File: src/rtl/dmaq_pkg.sv
// Package: shared encodings for the four-channel DMA sequencer.
// Assumes the mode field sits in load data bits 7:2.
package dmaq_pkg;

    typedef enum logic [1:0] {
        SVC_DEMAND  = 2'b00,
        SVC_SINGLE  = 2'b01,
        SVC_BLOCK   = 2'b10,
        SVC_CASCADE = 2'b11
    } svc_e;

    typedef enum logic [1:0] {
        LD_MODE  = 2'b00,
        LD_ADDR  = 2'b01,
        LD_COUNT = 2'b10,
        LD_MASK  = 2'b11
    } ldsel_e;

    typedef enum logic [1:0] {
        XT_VERIFY = 2'b00,
        XT_READ   = 2'b01,
        XT_WRITE  = 2'b10,
        XT_RSVD   = 2'b11
    } xtype_e;

    // Field order matches load data bits 7:2, from MSB to LSB.
    typedef struct packed {
        svc_e   svc;
        logic   decr;
        logic   autoinit;
        xtype_e xtype;
    } chmode_t;

    localparam int MODE_LSB = 2;
    localparam int MODE_W   = 6;

endpackage

File: src/rtl/dmaq_channel.sv
// Module: one DMA channel's register state.
// Holds the mode, base and working address and count, the mask bit and a
// re-arm flag for single service. Steps, reloads and masks on the strobes
// from the burst controller. A load-port write to a register takes
// precedence over any update of that same register.
module dmaq_channel
    import dmaq_pkg::*;
#(
    parameter int AW = 16,
    parameter int CW = 16,
    parameter int DW = 16
) (
    input  logic          clk,
    input  logic          rst_n,
    input  logic          ld_hit,
    input  ldsel_e        ld_sel,
    input  logic [DW-1:0] ld_data,
    input  logic          step,
    input  logic          done,
    input  logic          single_fire,
    input  logic          dreq,
    output svc_e          svc_o,
    output xtype_e        xtype_o,
    output logic [AW-1:0] addr_o,
    output logic          cnt_zero_o,
    output logic          armed_o
);

    chmode_t       mode_q;
    logic [AW-1:0] base_addr_q, cur_addr_q;
    logic [CW-1:0] base_cnt_q, cur_cnt_q;
    logic          mask_q;
    logic          rearm_q;

    // Mode register: written only from the load port.
    always_ff @(posedge clk) begin
        if (!rst_n)
            mode_q <= '0;
        else if (ld_hit && ld_sel == LD_MODE)
            mode_q <= chmode_t'(ld_data[MODE_LSB +: MODE_W]);
    end

    // Address: load, reload on auto-init completion, or step by one.
    always_ff @(posedge clk) begin
        if (!rst_n) begin
            base_addr_q <= '0;
            cur_addr_q  <= '0;
        end else if (ld_hit && ld_sel == LD_ADDR) begin
            base_addr_q <= ld_data[AW-1:0];
            cur_addr_q  <= ld_data[AW-1:0];
        end else if (done && mode_q.autoinit) begin
            cur_addr_q  <= base_addr_q;
        end else if (step) begin
            cur_addr_q  <= mode_q.decr ? cur_addr_q - AW'(1) : cur_addr_q + AW'(1);
        end
    end

    // Count: load, reload on auto-init completion, or decrement.
    always_ff @(posedge clk) begin
        if (!rst_n) begin
            base_cnt_q <= '0;
            cur_cnt_q  <= '0;
        end else if (ld_hit && ld_sel == LD_COUNT) begin
            base_cnt_q <= ld_data[CW-1:0];
            cur_cnt_q  <= ld_data[CW-1:0];
        end else if (done && mode_q.autoinit) begin
            cur_cnt_q  <= base_cnt_q;
        end else if (step) begin
            cur_cnt_q  <= cur_cnt_q - CW'(1);
        end
    end

    // Mask: set at reset and at completion without auto-init.
    always_ff @(posedge clk) begin
        if (!rst_n)
            mask_q <= 1'b1;
        else if (ld_hit && ld_sel == LD_MASK)
            mask_q <= ld_data[0];
        else if (done && !mode_q.autoinit)
            mask_q <= 1'b1;
    end

    // Re-arm flag: blocks single service until the request drops.
    always_ff @(posedge clk) begin
        if (!rst_n)
            rearm_q <= 1'b0;
        else if (!dreq)
            rearm_q <= 1'b0;
        else if (single_fire)
            rearm_q <= 1'b1;
    end

    // Outputs towards the arbiter and the bus mux.
    assign svc_o      = mode_q.svc;
    assign xtype_o    = mode_q.xtype;
    assign addr_o     = cur_addr_q;
    assign cnt_zero_o = (cur_cnt_q == '0);
    assign armed_o    = dreq && !mask_q && !rearm_q;

    AST_COUNT_STEP: assert property (@(posedge clk) disable iff (!rst_n)
        (step && !done && !ld_hit) |=> cur_cnt_q == $past(cur_cnt_q) - CW'(1));

    AST_ADDR_STEP: assert property (@(posedge clk) disable iff (!rst_n)
        (step && !done && !ld_hit) |=>
        cur_addr_q == ($past(mode_q.decr) ? $past(cur_addr_q) - AW'(1)
                                          : $past(cur_addr_q) + AW'(1)));

    AST_MASK_ON_DONE: assert property (@(posedge clk) disable iff (!rst_n)
        (done && !mode_q.autoinit && !ld_hit) |=> mask_q);

    AST_RELOAD_KEEPS_OPEN: assert property (@(posedge clk) disable iff (!rst_n)
        (done && mode_q.autoinit && !ld_hit) |=>
        (cur_cnt_q == $past(base_cnt_q)) && (cur_addr_q == $past(base_addr_q)) && !mask_q);

endmodule

File: src/rtl/dmaq_prio.sv
// Module: fixed-priority picker.
// Returns the index of the lowest set request bit and whether any bit is set.
// Purely combinational.
module dmaq_prio #(
    parameter int NCH = 4,
    parameter int IW  = 2
) (
    input  logic [NCH-1:0] req,
    output logic [IW-1:0]  idx,
    output logic           any
);

    // Scan from the top so that the lowest index is written last.
    always_comb begin
        idx = '0;
        any = 1'b0;
        for (int i = NCH - 1; i >= 0; i--) begin
            if (req[i]) begin
                idx = IW'(i);
                any = 1'b1;
            end
        end
    end

endmodule

File: src/rtl/dmaq_burst_ctl.sv
// Module: grant and burst sequencing.
// Holds the current grant. Decides in each active cycle whether a transfer
// happens and whether the burst closes, according to the granted channel's
// service. Assumes the channels report armed, count-zero and service inputs
// from their registered state.
module dmaq_burst_ctl
    import dmaq_pkg::*;
#(
    parameter int NCH = 4,
    parameter int IW  = 2
) (
    input  logic                 clk,
    input  logic                 rst_n,
    input  logic [NCH-1:0]       dreq,
    input  logic [NCH-1:0]       armed,
    input  logic [NCH-1:0]       cnt_zero,
    input  logic                 eop,
    input  logic [NCH-1:0][1:0]  svc_i,
    output logic [IW-1:0]        gnt_o,
    output logic [NCH-1:0]       dack_o,
    output logic                 xfer_o,
    output logic [NCH-1:0]       step_o,
    output logic [NCH-1:0]       done_o,
    output logic [NCH-1:0]       fire_o
);

    logic            active_q;
    logic [IW-1:0]   gnt_q;
    logic [IW-1:0]   pick;
    logic            pick_any;
    svc_e            gsvc;
    logic            greq;
    logic            gzero;
    logic [NCH-1:0]  gsel;
    logic            lane_on;
    logic            done_now;
    logic            burst_end;

    dmaq_prio #(.NCH(NCH), .IW(IW)) u_prio (
        .req (armed),
        .idx (pick),
        .any (pick_any)
    );

    // Select the granted channel's attributes.
    always_comb begin
        gsvc  = svc_e'(svc_i[gnt_q]);
        greq  = dreq[gnt_q];
        gzero = cnt_zero[gnt_q];
        gsel  = NCH'(1) << gnt_q;
    end

    // Cycle decision: acknowledge, transfer, completion and burst close.
    always_comb begin
        lane_on  = active_q && (gsvc == SVC_SINGLE || gsvc == SVC_BLOCK || greq);
        xfer_o   = lane_on && (gsvc != SVC_CASCADE);
        done_now = xfer_o && (gzero || eop);
        unique case (gsvc)
            SVC_DEMAND:  burst_end = !greq || done_now;
            SVC_SINGLE:  burst_end = xfer_o;
            SVC_BLOCK:   burst_end = done_now;
            default:     burst_end = !greq;
        endcase
        burst_end = active_q && burst_end;
    end

    // Grant register: open on a pick while idle, close at burst end.
    always_ff @(posedge clk) begin
        if (!rst_n) begin
            active_q <= 1'b0;
            gnt_q    <= '0;
        end else if (active_q) begin
            if (burst_end)
                active_q <= 1'b0;
        end else if (pick_any) begin
            active_q <= 1'b1;
            gnt_q    <= pick;
        end
    end

    // Per-channel strobes back to the channel registers.
    assign gnt_o  = gnt_q;
    assign dack_o = lane_on ? gsel : '0;
    assign step_o = xfer_o ? gsel : '0;
    assign done_o = done_now ? gsel : '0;
    assign fire_o = (xfer_o && gsvc == SVC_SINGLE) ? gsel : '0;

    AST_DACK_ONEHOT: assert property (@(posedge clk) disable iff (!rst_n)
        $onehot0(dack_o));

    AST_GRANT_HELD: assert property (@(posedge clk) disable iff (!rst_n)
        (active_q && !burst_end) |=> (active_q && $stable(gnt_q)));

    AST_SINGLE_ONE: assert property (@(posedge clk) disable iff (!rst_n)
        (xfer_o && gsvc == SVC_SINGLE) |=> !active_q);

    AST_BLOCK_RUNS: assert property (@(posedge clk) disable iff (!rst_n)
        (active_q && gsvc == SVC_BLOCK && !done_now) |=> xfer_o);

    AST_CASC_NO_STROBE: assert property (@(posedge clk) disable iff (!rst_n)
        (active_q && gsvc == SVC_CASCADE) |-> !xfer_o);

endmodule

File: src/rtl/dma_quad_seq.sv
// Module: top of the four-channel DMA transfer-mode sequencer.
// Decodes the load port to the channel register sets and connects them to
// the burst controller. Drives address, type and terminal count from the
// granted channel. Assumes loads are single-cycle writes and that eop is
// synchronous to clk.
module dma_quad_seq
    import dmaq_pkg::*;
#(
    parameter int NCH = 4,
    parameter int AW  = 16,
    parameter int CW  = 16,
    parameter int DW  = 16,
    localparam int CHW = (NCH > 1) ? $clog2(NCH) : 1
) (
    input  logic           clk,
    input  logic           rst_n,
    input  logic           ld_en,
    input  logic [CHW-1:0] ld_chan,
    input  logic [1:0]     ld_sel,
    input  logic [DW-1:0]  ld_data,
    input  logic [NCH-1:0] dreq,
    input  logic           eop,
    output logic [NCH-1:0] dack,
    output logic           xfer,
    output logic [AW-1:0]  addr,
    output logic [1:0]     dir,
    output logic           tc
);

    logic [NCH-1:0][1:0] svc_v;
    logic [NCH-1:0][1:0] xt_v;
    logic [AW-1:0]       ch_addr [NCH];
    logic [NCH-1:0]      cz_v, armed_v, step_v, done_v, fire_v;
    logic [CHW-1:0]      gnt;

    // One register set per channel.
    for (genvar c = 0; c < NCH; c++) begin : g_ch
        dmaq_channel #(.AW(AW), .CW(CW), .DW(DW)) u_ch (
            .clk         (clk),
            .rst_n       (rst_n),
            .ld_hit      (ld_en && ld_chan == CHW'(c)),
            .ld_sel      (ldsel_e'(ld_sel)),
            .ld_data     (ld_data),
            .step        (step_v[c]),
            .done        (done_v[c]),
            .single_fire (fire_v[c]),
            .dreq        (dreq[c]),
            .svc_o       (svc_v[c]),
            .xtype_o     (xt_v[c]),
            .addr_o      (ch_addr[c]),
            .cnt_zero_o  (cz_v[c]),
            .armed_o     (armed_v[c])
        );
    end

    dmaq_burst_ctl #(.NCH(NCH), .IW(CHW)) u_ctl (
        .clk      (clk),
        .rst_n    (rst_n),
        .dreq     (dreq),
        .armed    (armed_v),
        .cnt_zero (cz_v),
        .eop      (eop),
        .svc_i    (svc_v),
        .gnt_o    (gnt),
        .dack_o   (dack),
        .xfer_o   (xfer),
        .step_o   (step_v),
        .done_o   (done_v),
        .fire_o   (fire_v)
    );

    // Bus-side outputs, zero outside a transfer.
    always_comb begin
        addr = xfer ? ch_addr[gnt] : '0;
        dir  = xfer ? xt_v[gnt]    : 2'b00;
        tc   = xfer && cz_v[gnt];
    end

    AST_TC_CLOSES: assert property (@(posedge clk) disable iff (!rst_n)
        tc |=> (dack == '0));

    AST_EOP_CLOSES: assert property (@(posedge clk) disable iff (!rst_n)
        (xfer && eop) |=> !xfer);

endmodule

File: config.mk
export PLATFORM = sky130hd
export DESIGN_NAME = dma_quad_seq
export DESIGN_NICKNAME = d
export VERILOG_FILES = /design/src/rtl/dmaq_pkg.sv /design/src/rtl/dmaq_channel.sv /design/src/rtl/dmaq_prio.sv /design/src/rtl/dmaq_burst_ctl.sv /design/src/rtl/dma_quad_seq.sv
export SDC_FILE = /design/constraint.sdc
export NUM_CORES = 1
export LEC_CHECK = 0
export BUFFER_PORTS_ARGS = -buffer_cell sky130_fd_sc_hd__buf_2
export CAP_MARGIN = 20
export CORE_MARGIN = 2
export CORE_UTILIZATION = 65
export CTS_CLUSTER_DIAMETER = 100
export DETAILED_ROUTE_END_ITERATION = 10
export PLACE_DENSITY = 0.84
export SLEW_MARGIN = 20
export SYNTH_ARGS = -nofsm -noshare
export SYNTH_HDL_FRONTEND = slang
export SYNTH_HIERARCHICAL = 1
export SYNTH_SLANG_ARGS = --single-unit
File: constraint.sdc
create_clock -name clk -period 5.6 [get_ports clk]
set_input_delay 0.84 -clock clk [delete_from_list [all_inputs] [get_ports clk]]
set_output_delay 0.84 -clock clk [all_outputs]
set_load 0.1 [all_outputs]
==> results.txt, run 1 <==
I/O pins: 52
Mapped cell area: 0.01780 sq mm
Number of global-route vias before repair: 15,860
Synth top area share: 32.73%
Dpl cells: 2,463
Initial antenna violation count: 1
Syn_nets: 2,312
Slowest cell on crit path: dfxtp_1
Critical Path End Type: primary output
Ratio of cells with drive above 1 in the final layout: 8.574%
DRT antenna net count: 0
GRT Overall Usage: 35.76%
Diode count: 0
Starting Density: 66.04%
Fin. Hold Viols: 0
Num rows: 60
PwrDens: 247.7 mW/mm^2
Vias per std cell: 6.666
RSZ-0062 raised after global routing: no
Maximum vdd drop: 0.0002404 V
CP Max Fanout: 19
Clk sinks: 291
Post-synth EDFFs: 0
GR Overflow Total: 0
CTS Buffer Depth: 3
# hold bufs at CTS: 0
Drt initial violations: 1,755
Setup violations, final: 0
Fin crit share: 87.68%
CTS clk-pin slew, worst paths: 0.06 ns
Post-layout min period: 4.910 ns
# DRC: 0
Ys Warns: 6
Non-filler cells in the finished layout: 2,522
Fmax: 203.7 MHz
H-tree Lvls: 1
Area growth syn-to-layout: 6.875%
Die height: 169.5 um
Drt total wl: 52,390 um
Die ar.: 0.02872 sq mm
Cell variety after synth: 90
Detailed-placement wirelength estimate: 34,600 um
Worst Path Required: 4.76 ns
Clock skew: 0.01513 ns
Syn Inst Count: 2,212
Clock latency on the worst-skew pair: 0.57 ns
Synth cell count leaders: nand2_1, dfxtp_1, a21oi_1
Seq cells post-synth: 291
Count of cells resized by post-cts repair: 0
Final net count: 2,256
Core area: 0.02695 sq mm
Lkg Pwr: 7.320 nW
Worst slew pin tran: 1.143 ns
Routed vias: 16,810
Worst hold path type: flop to flop
Synth Flop Type: dfxtp_1
Largest net degree at the start of global routing: 97
Global-route wire length before repair: 82,710 um
IO Port Bufs: 51
Max_slew headroom: 23.78%
Postcts setup bufs: 0
CTS tree: done
Critical-path cell list: mux4_2, inv_1, ha_1, o21ai_4, nand2b_4, inv_2, nand2b_1, o22ai_1, buf_2
WL/cell: 20.77 um
Final worst slack: 0.6899 ns
Critical path startpoint category: flop
Status: completed
Final slew viol count: 0
Synth area leaders: dfxtp_1, nand2_1, ha_1, a21boi_0, mux2i_1
Clock Tree Root: clkbuf_16
Ys async rst share: 0%
Die Wd: 169.5 um
First-pass DRT Iterations: 6
Maxcap violations: 0
Worst slack, placed: 1.317 ns
Placer congestion estimate: 0.9482
Crit-path max cell delay: 0.71 ns
Most numerous cell in the Yosys netlist: nand2_1
Syn avg cell area: 8.046 sq um
Area leader, netlist: dfxtp_1
Crit path kind: flop to primary output
Worst EP arrival: 4.07 ns
Final hold slack: 0.4539 ns
Setup TNS: 0 ns
CTS Buf Count: 31
Register area share after synthesis: 32.73%
==> cells in the final DEF, fill, tap and decap left out, types with 22 or more instances in the layout <==
master,instances
nor3b_1,30
inv_1,31
nand3_1,78
nand2_1,372
nand4_1,22
ha_1,68
a21boi_0,110
buf_2,50
nor3_1,37
a21oi_1,137
nor2b_1,34
nor2_1,105
clkbuf_16,31
a211oi_1,26
buf_4,25
mux2i_1,77
dfxtp_1,290
o22ai_1,29
xor2_1,43
xnor2_1,43
o21ai_0,113
or3_1,22
a31oi_1,22
o211ai_1,71
==> logic make-up after synthesis <==
logic type	share of synthesized area, %
xor gates and xnor gates	4.232
adders and majority gates	5.230
AOI/OAI and AO/OA	24.94
muxes	4.773
buffers and inverters	5.104
and+or+nand+nor	22.99
DFF	32.73
==> sequential cells by signal, summed over array words and instances, names as in the netlist <==
name / cells
g_ch.u_ch/mask_q: 4
g_ch.u_ch/mode_q: 8
g_ch.u_ch/cur_cnt_q: 64
u_ctl/gnt_o: 2
g_ch.u_ch/xtype_o: 8
g_ch.u_ch/base_addr_q: 64
g_ch.u_ch/rearm_q: 4
u_ctl/active_q: 1
g_ch.u_ch/svc_o: 8
g_ch.u_ch/base_cnt_q: 64
g_ch.u_ch/addr_o: 64
==> worst max-delay path: cells and delay by family, from the launching register on <==
family / cells / cell delay, ns
flip-flops: 1 / 0.71
adder cells (fa/ha/maj): 1 / 0.18
multiplexers: 1 / 0.62
AO/OA/AOI/OAI: 2 / 0.59
buffers and inverters: 3 / 0.77
AND/OR/NAND/NOR: 2 / 0.62
==> cell type report <==
type	instances	area, sq um
multi-input combinational	1720	11070
fill	2097	7929
sequential	291	5827
clock buffer	41	853.3
timing repair buffer	77	460.4
tap	341	426.7
clock inverter	17	247.7
inverter	35	132.6
==> power breakdown <==
| part | leakage, nW | total [W] | switching (W) | internal [W] |
|---|---|---|---|---|
| sequential | 2.35 | 0.00213 | 0.0000307 | 0.00210 |
| clock | 0.539 | 0.00222 | 0.000875 | 0.00135 |
| combinational | 4.43 | 0.000358 | 0.000239 | 0.000119 |
==> final timing paths <==
path,cells after the start,slack [ns],start,end
min reg2reg,2,0.45,g_ch[0].u_ch/base_addr_q[4]$_SDFFE_PN0P_,g_ch[0].u_ch/base_addr_q[4]$_SDFFE_PN0P_
max,9,0.69,u_ctl/gnt_o[0]$_SDFFE_PN0P_,addr[1]
min,2,0.45,g_ch[0].u_ch/base_addr_q[4]$_SDFFE_PN0P_,g_ch[0].u_ch/base_addr_q[4]$_SDFFE_PN0P_
max reg2reg,11,1.20,g_ch[0].u_ch/cur_cnt_q[2]$_SDFFE_PN0P_,g_ch[0].u_ch/cur_cnt_q[12]$_SDFFE_PN0P_
==> metal layers <==
| layer | wire (um) | share of wire (%) | vias to the layer above | global-route usage [%] |
|---|---|---|---|---|
| met5 | 12 | 0.023 | - | 0 |
| met4 | 2353 | 4.5 | 2 | 16.46 |
| met3 | 4800 | 9.2 | 155 | 4.874 |
| met2 | 23640 | 45 | 769 | 57.78 |
| met1 | 21580 | 41 | 7968 | 47.66 |
| li1 | - | - | 7918 | - |
==> through the flow <==
step / total power, W / util [%] / cell area (sq um)
2_1_floorplan: 0.002398 / - / 17800
6_report: 0.004712 / 70.58 / 19020
4_1_cts: 0.004708 / 70.53 / 19010
3_3_place_gp: 0.002512 / 66.45 / 17910
5_1_grt: 0.004818 / 70.58 / 19020
3_5_place_dp: 0.002521 / 66.45 / 17910
Power figures use the tool's default switching activity.
==> run 2, diff against run 1 <==
--- a/config.mk
+++ b/config.mk
@@ -9,6 +9,7 @@
 export CAP_MARGIN = 20
 export CORE_MARGIN = 2
 export CORE_UTILIZATION = 65
+export CTS_BUF_LIST = sky130_fd_sc_hd__clkbuf_4
 export CTS_CLUSTER_DIAMETER = 100
 export DETAILED_ROUTE_END_ITERATION = 10
 export PLACE_DENSITY = 0.84
==> run 2 against run 1 <==
Net effect:
- critical path depth did not move
- maximum frequency fell by 2.7%
- clock power fell by 12%
- core utilization fell by 0.31 points
- clock skew rose by 0.036 ns
- global-route usage rose by 0.39 points
- cell count rose by 3.3%
- critical endpoint unchanged
==> results.txt, run 2 (synthesis gave the netlist of run 1 again) <==
Die Wd: 169.5 um
Filler cell count in the final layout: 2,132
Number of global-route vias before repair: 16,180
Clk sinks: 291
Fin. Hold Viols: 0
Worst hold path type: input port to flop
Placer congestion estimate: 0.9482
Max_slew headroom: 21.99%
WL/cell: 20.13 um
Clock Tree Root: clkbuf_4
GRT Overall Usage: 36.15%
Largest net degree at the start of global routing: 97
Final net count: 2,304
GR Overflow Total: 0
Fin crit share: 90.13%
Worst EP arrival: 4.21 ns
Clock skew: 0.05096 ns
Final hold slack: 0.4265 ns
Critical path startpoint category: flop
Die ar.: 0.02872 sq mm
Lkg Pwr: 7.387 nW
Worst Path Required: 4.76 ns
Core area: 0.02695 sq mm
CTS Buf Count: 79
Initial antenna violation count: 2
I/O pins: 52
Routed vias: 17,170
Worst slack, placed: 1.317 ns
# DRC: 0
Drt total wl: 52,430 um
H-tree Lvls: 3
Detailed-placement wirelength estimate: 34,600 um
Ratio of cells with drive above 1 in the final layout: 11.68%
# hold bufs at CTS: 0
Final worst slack: 0.5526 ns
Crit path kind: flop to primary output
Most frequent cells in the layout: nand2_1, dfxtp_1, a21oi_1
Critical Path End Type: primary output
Die height: 169.5 um
Global-route wire length before repair: 83,230 um
CTS tree: done
Worst slew pin tran: 1.170 ns
CP Max Fanout: 19
Post-layout min period: 5.047 ns
Final slew viol count: 0
CTS Buffer Depth: 3
Vias per std cell: 6.594
Drt initial violations: 1,879
CTS clk-pin slew, worst paths: 0.08 ns
IO Port Bufs: 51
Maxcap violations: 0
Maximum vdd drop: 0.0001491 V
Status: completed
DRT antenna net count: 0
Setup TNS: 0 ns
Postcts setup bufs: 0
RSZ-0062 raised after global routing: no
Starting Density: 66.04%
Area growth syn-to-layout: 6.404%
Fmax: 198.1 MHz
PwrDens: 234.3 mW/mm^2
Num rows: 60
Fin util: 70.27%
First-pass DRT Iterations: 5
Most common cell after layout, fill and taps aside: nand2_1
Clock latency on the worst-skew pair: 0.73 ns
Setup violations, final: 0
Count of cells resized by post-cts repair: 0
-- run 2: cell count changes in the layout (fill, tap and decap cells not counted), moves of 3 or more --
cell | previous run | this run
clkinv_2 | 8 | 1
clkbuf_16 | 31 | 0
clkbuf_4 | 0 | 123
diode_2 | 0 | 3
bufinv_16 | 6 | 1
clkbuf_1 | 6 | 0
clkbuf_8 | 4 | 0
clkinv_1 | 2 | 10
inv_2 | 1 | 4
-- run 2: stage by stage --
step / power, W / cells / instance area (sq um)
final: 0.004437 / 2604 / 18940
after global routing: 0.004601 / 2603 / 18940
after CTS: 0.004450 / 2600 / 18920
after detailed placement: 0.002521 / 2463 / 17910
after global placement: 0.002512 / 2463 / 17910
after floorplan: 0.002398 / 2212 / 17800
-- run 2: path summary, 6_finish.rpt --
path	to	startpoint	cells after the start	slack (ns)
worst max-delay path	addr[1]	u_ctl/gnt_o[0]$_SDFFE_PN0P_	9	0.55
worst min-delay path	g_ch[0].u_ch/rearm_q$_SDFFE_PN0P_	dreq[0]	2	0.43
worst max register to register	g_ch[2].u_ch/addr_o[14]$_SDFFE_PN0P_	g_ch[2].u_ch/cur_cnt_q[7]$_SDFFE_PN0P_	11	1.24
worst min register to register	g_ch[0].u_ch/base_cnt_q[11]$_SDFFE_PN0P_	g_ch[0].u_ch/base_cnt_q[11]$_SDFFE_PN0P_	2	0.45
-- run 2: final cells by class --
| cell class | count | area (sq um) | area share [%] |
|---|---|---|---|
| clock inverter | 14 | 86.33 | 0.4559 |
| inverter | 35 | 132.6 | 0.7003 |
| timing repair buffer | 77 | 460.4 | 2.431 |
| antenna | 3 | 7.507 | 0.03964 |
| clock buffer | 123 | 923.4 | 4.876 |
| multi-input combinational | 1720 | 11070 | 58.48 |
| sequential | 291 | 5827 | 30.77 |
| tap | 341 | 426.7 | 2.253 |
-- run 2: power by group --
part	switching (W)	total, W	internal (W)
Clock	0.000910	0.00195	0.00104
Sequential	0.0000305	0.00213	0.00210
Combinational	0.000237	0.000356	0.000119
-- run 2: metal layers --
layer,track usage (%),vias up,part of all wire [%],wire length (um)
met2,56.68,874,44,23270
met3,6.530,150,9.7,5112
met1,48.23,8080,42,21800
met5,0,-,0,0
met4,17.58,0,4.3,2243
li1,-,8067,-,-
-- run 2: worst max-delay path: stages, from the launching register on --
cell and delay (ns):
dfxtp_1 0.73, mux4_2 0.63, inv_1 0.10, ha_1 0.18, o21ai_4 0.08, nand2b_4 0.20, inv_2 0.15, nand2b_1 0.43
o22ai_1 0.48, buf_2 0.50
==> run 3, diff against run 2 <==
--- a/config.mk
+++ b/config.mk
@@ -8,11 +8,11 @@
 export BUFFER_PORTS_ARGS = -buffer_cell sky130_fd_sc_hd__buf_2
 export CAP_MARGIN = 20
 export CORE_MARGIN = 2
-export CORE_UTILIZATION = 65
+export CORE_UTILIZATION = 50
 export CTS_BUF_LIST = sky130_fd_sc_hd__clkbuf_4
 export CTS_CLUSTER_DIAMETER = 100
 export DETAILED_ROUTE_END_ITERATION = 10
-export PLACE_DENSITY = 0.84
+export PLACE_DENSITY = 0.67
 export SLEW_MARGIN = 20
 export SYNTH_ARGS = -nofsm -noshare
 export SYNTH_HDL_FRONTEND = slang
==> run 3 against run 2 <==
Net effect:
- power shrank 0.52%
- sequential power about the same
- sequential share of layout area down 0.28 points
- first-iteration DRC count down 18%
- core utilization decreased by 16 points
- wire length rose by 5.5%
- combinational power is 1% higher
- clock skew down 0.0045 ns
- largest cell class unchanged
- highest routed layer unchanged
==> results.txt, run 3 (synthesis gave the netlist of run 1 again) <==
Status: completed
Crit path kind: flop to primary output
Post-layout min period: 4.898 ns
Num rows: 69
Non-filler cells in the finished layout: 2,731
Routed vias: 16,810
Number of global-route vias before repair: 15,590
CTS clk-pin slew, worst paths: 0.07 ns
Global-route wire length before repair: 85,930 um
First-pass DRT Iterations: 5
Clock skew: 0.04647 ns
Dpl cells: 2,588
Final net count: 2,311
Largest net degree at the start of global routing: 98
CTS Buf Count: 82
IO Port Bufs: 51
WL/cell: 20.25 um
Filler cell count in the final layout: 3,305
CP Max Fanout: 49
RR Endpoint: g_ch[2].u_ch/addr_o[14]$_SDFFE_PN0P_
Origin of the critical flop-to-flop path: g_ch[2].u_ch/cur_cnt_q[7]$_SDFFE_PN0P_
Critical Path End Type: primary output
Initial antenna violation count: 3
GRT Overall Usage: 29.82%
DRT antenna net count: 0
Area taken by multi-input logic gates: 0.01108 sq mm
Post-Place Cell Area: 0.01811 sq mm
PwrDens: 231.0 mW/mm^2
Die ar.: 0.03712 sq mm
Clk sinks: 291
Fin. Hold Viols: 0
I/O pins: 52
Lkg Pwr: 7.390 nW
Area growth syn-to-layout: 7.367%
Fmax: 204.2 MHz
Maximum vdd drop: 0.0001728 V
Reg2reg path depth: 11
GR Overflow Total: 0
CTS Buffer Depth: 3
Worst EP arrival: 4.06 ns
Critical path startpoint category: flop
R2R Setup Slk: 1.00 ns
Core area: 0.03531 sq mm
Setup TNS: 0 ns
CTS tree: done
Postcts setup bufs: 0
Detailed-placement wirelength estimate: 35,820 um
Worst hold path type: input port to flop
Maxcap violations: 0
Max_slew headroom: 28.10%
Clock Tree Root: clkbuf_4
Worst Path Required: 4.76 ns
Ratio of cells with drive above 1 in the final layout: 11.73%
Most frequent cells in the layout: nand2_1, dfxtp_1, a21oi_1
# hold bufs at CTS: 0
Die height: 192.7 um
Hold endpoint: g_ch[3].u_ch/rearm_q$_SDFFE_PN0P_
Post-Layout Inst Area: 0.01911 sq mm
Count of cells resized by post-cts repair: 0
Hold-critical path depth: 2
Clock latency on the worst-skew pair: 0.77 ns
Die Wd: 192.7 um
Starting Density: 50.41%
FF+latch area: 0.005827 sq mm
Placer congestion estimate: 0.9446
RSZ-0062 raised after global routing: no
Vias per std cell: 6.154
Worst slew pin tran: 1.078 ns
Hold_sp: dreq[3]
Drt initial violations: 1,550
# DRC: 0
Most common cell after layout, fill and taps aside: nand2_1
Final slew viol count: 0
H-tree Lvls: 3
Drt total wl: 55,290 um
Setup violations, final: 0
Fin crit share: 87.46%
[run 3: cell type report]
cell class / instances / area share (%)
multi-input cells: 1720 / 57.96
flip-flops and latches: 291 / 30.49
clock buffers: 120 / 4.714
well taps: 461 / 3.018
repair buffers: 81 / 2.612
inverters: 35 / 0.6875
clock inverters: 21 / 0.4911
diodes: 2 / 0.02619
[run 3: worst max-delay path: stages (launching register included)]
cell	delay [ns]
dfxtp_2	0.36
buf_4	0.62
mux4_2	0.40
o21ai_4	0.09
nand2b_4	0.21
inv_2	0.15
nand2b_1	0.43
o22ai_1	0.50
buf_2	0.51
[run 3: metal layers]
| metal | up-vias | wire, um | global-route usage [%] |
|---|---|---|---|
| met5 | - | 0 | 0 |
| met4 | 0 | 1840 | 12.71 |
| met3 | 115 | 3759 | 4.710 |
| met2 | 573 | 25300 | 47.67 |
| met1 | 8038 | 24390 | 39.86 |
| li1 | 8081 | - | - |
[run 3: where the power goes]
part | leakage (nW) | switching, W | internal, W
sequential | 2.35 | 0.0000310 | 0.00210
clock | 0.588 | 0.000942 | 0.000978
combinational | 4.45 | 0.000241 | 0.000121
[run 3: worst max path at each step]
stage                                                 from                                endpoint  cells past startpoint
floorplan                      u_ctl/gnt_o[0]$_SDFFE_PN0P_                                addr[10]                     10
global placement    g_ch[2].u_ch/cur_cnt_q[7]$_SDFFE_PN0P_  g_ch[3].u_ch/cur_cnt_q[1]$_SDFFE_PN0P_                     12
detailed placement  g_ch[2].u_ch/cur_cnt_q[7]$_SDFFE_PN0P_    g_ch[2].u_ch/addr_o[14]$_SDFFE_PN0P_                     11
CTS                            u_ctl/gnt_o[0]$_SDFFE_PN0P_                                 addr[0]                     10
global route                   u_ctl/gnt_o[0]$_SDFFE_PN0P_                                 addr[0]                     10
finish                         u_ctl/gnt_o[1]$_SDFFE_PN0P_                                 addr[0]                      8
[run 3: stage by stage]
stage               hold WS (ns)  setup WS [ns]  power [W]  util [%]
finish                    0.3495         0.7023   0.004414     54.12
global route              0.3229         0.5336   0.004599     54.12
CTS                       0.2994         0.7216   0.004457     54.10
detailed placement        0.4453          1.047   0.002533     51.28
global placement          0.4401          1.258   0.002528     51.28
floorplan                 0.4320         0.6664   0.002398         -
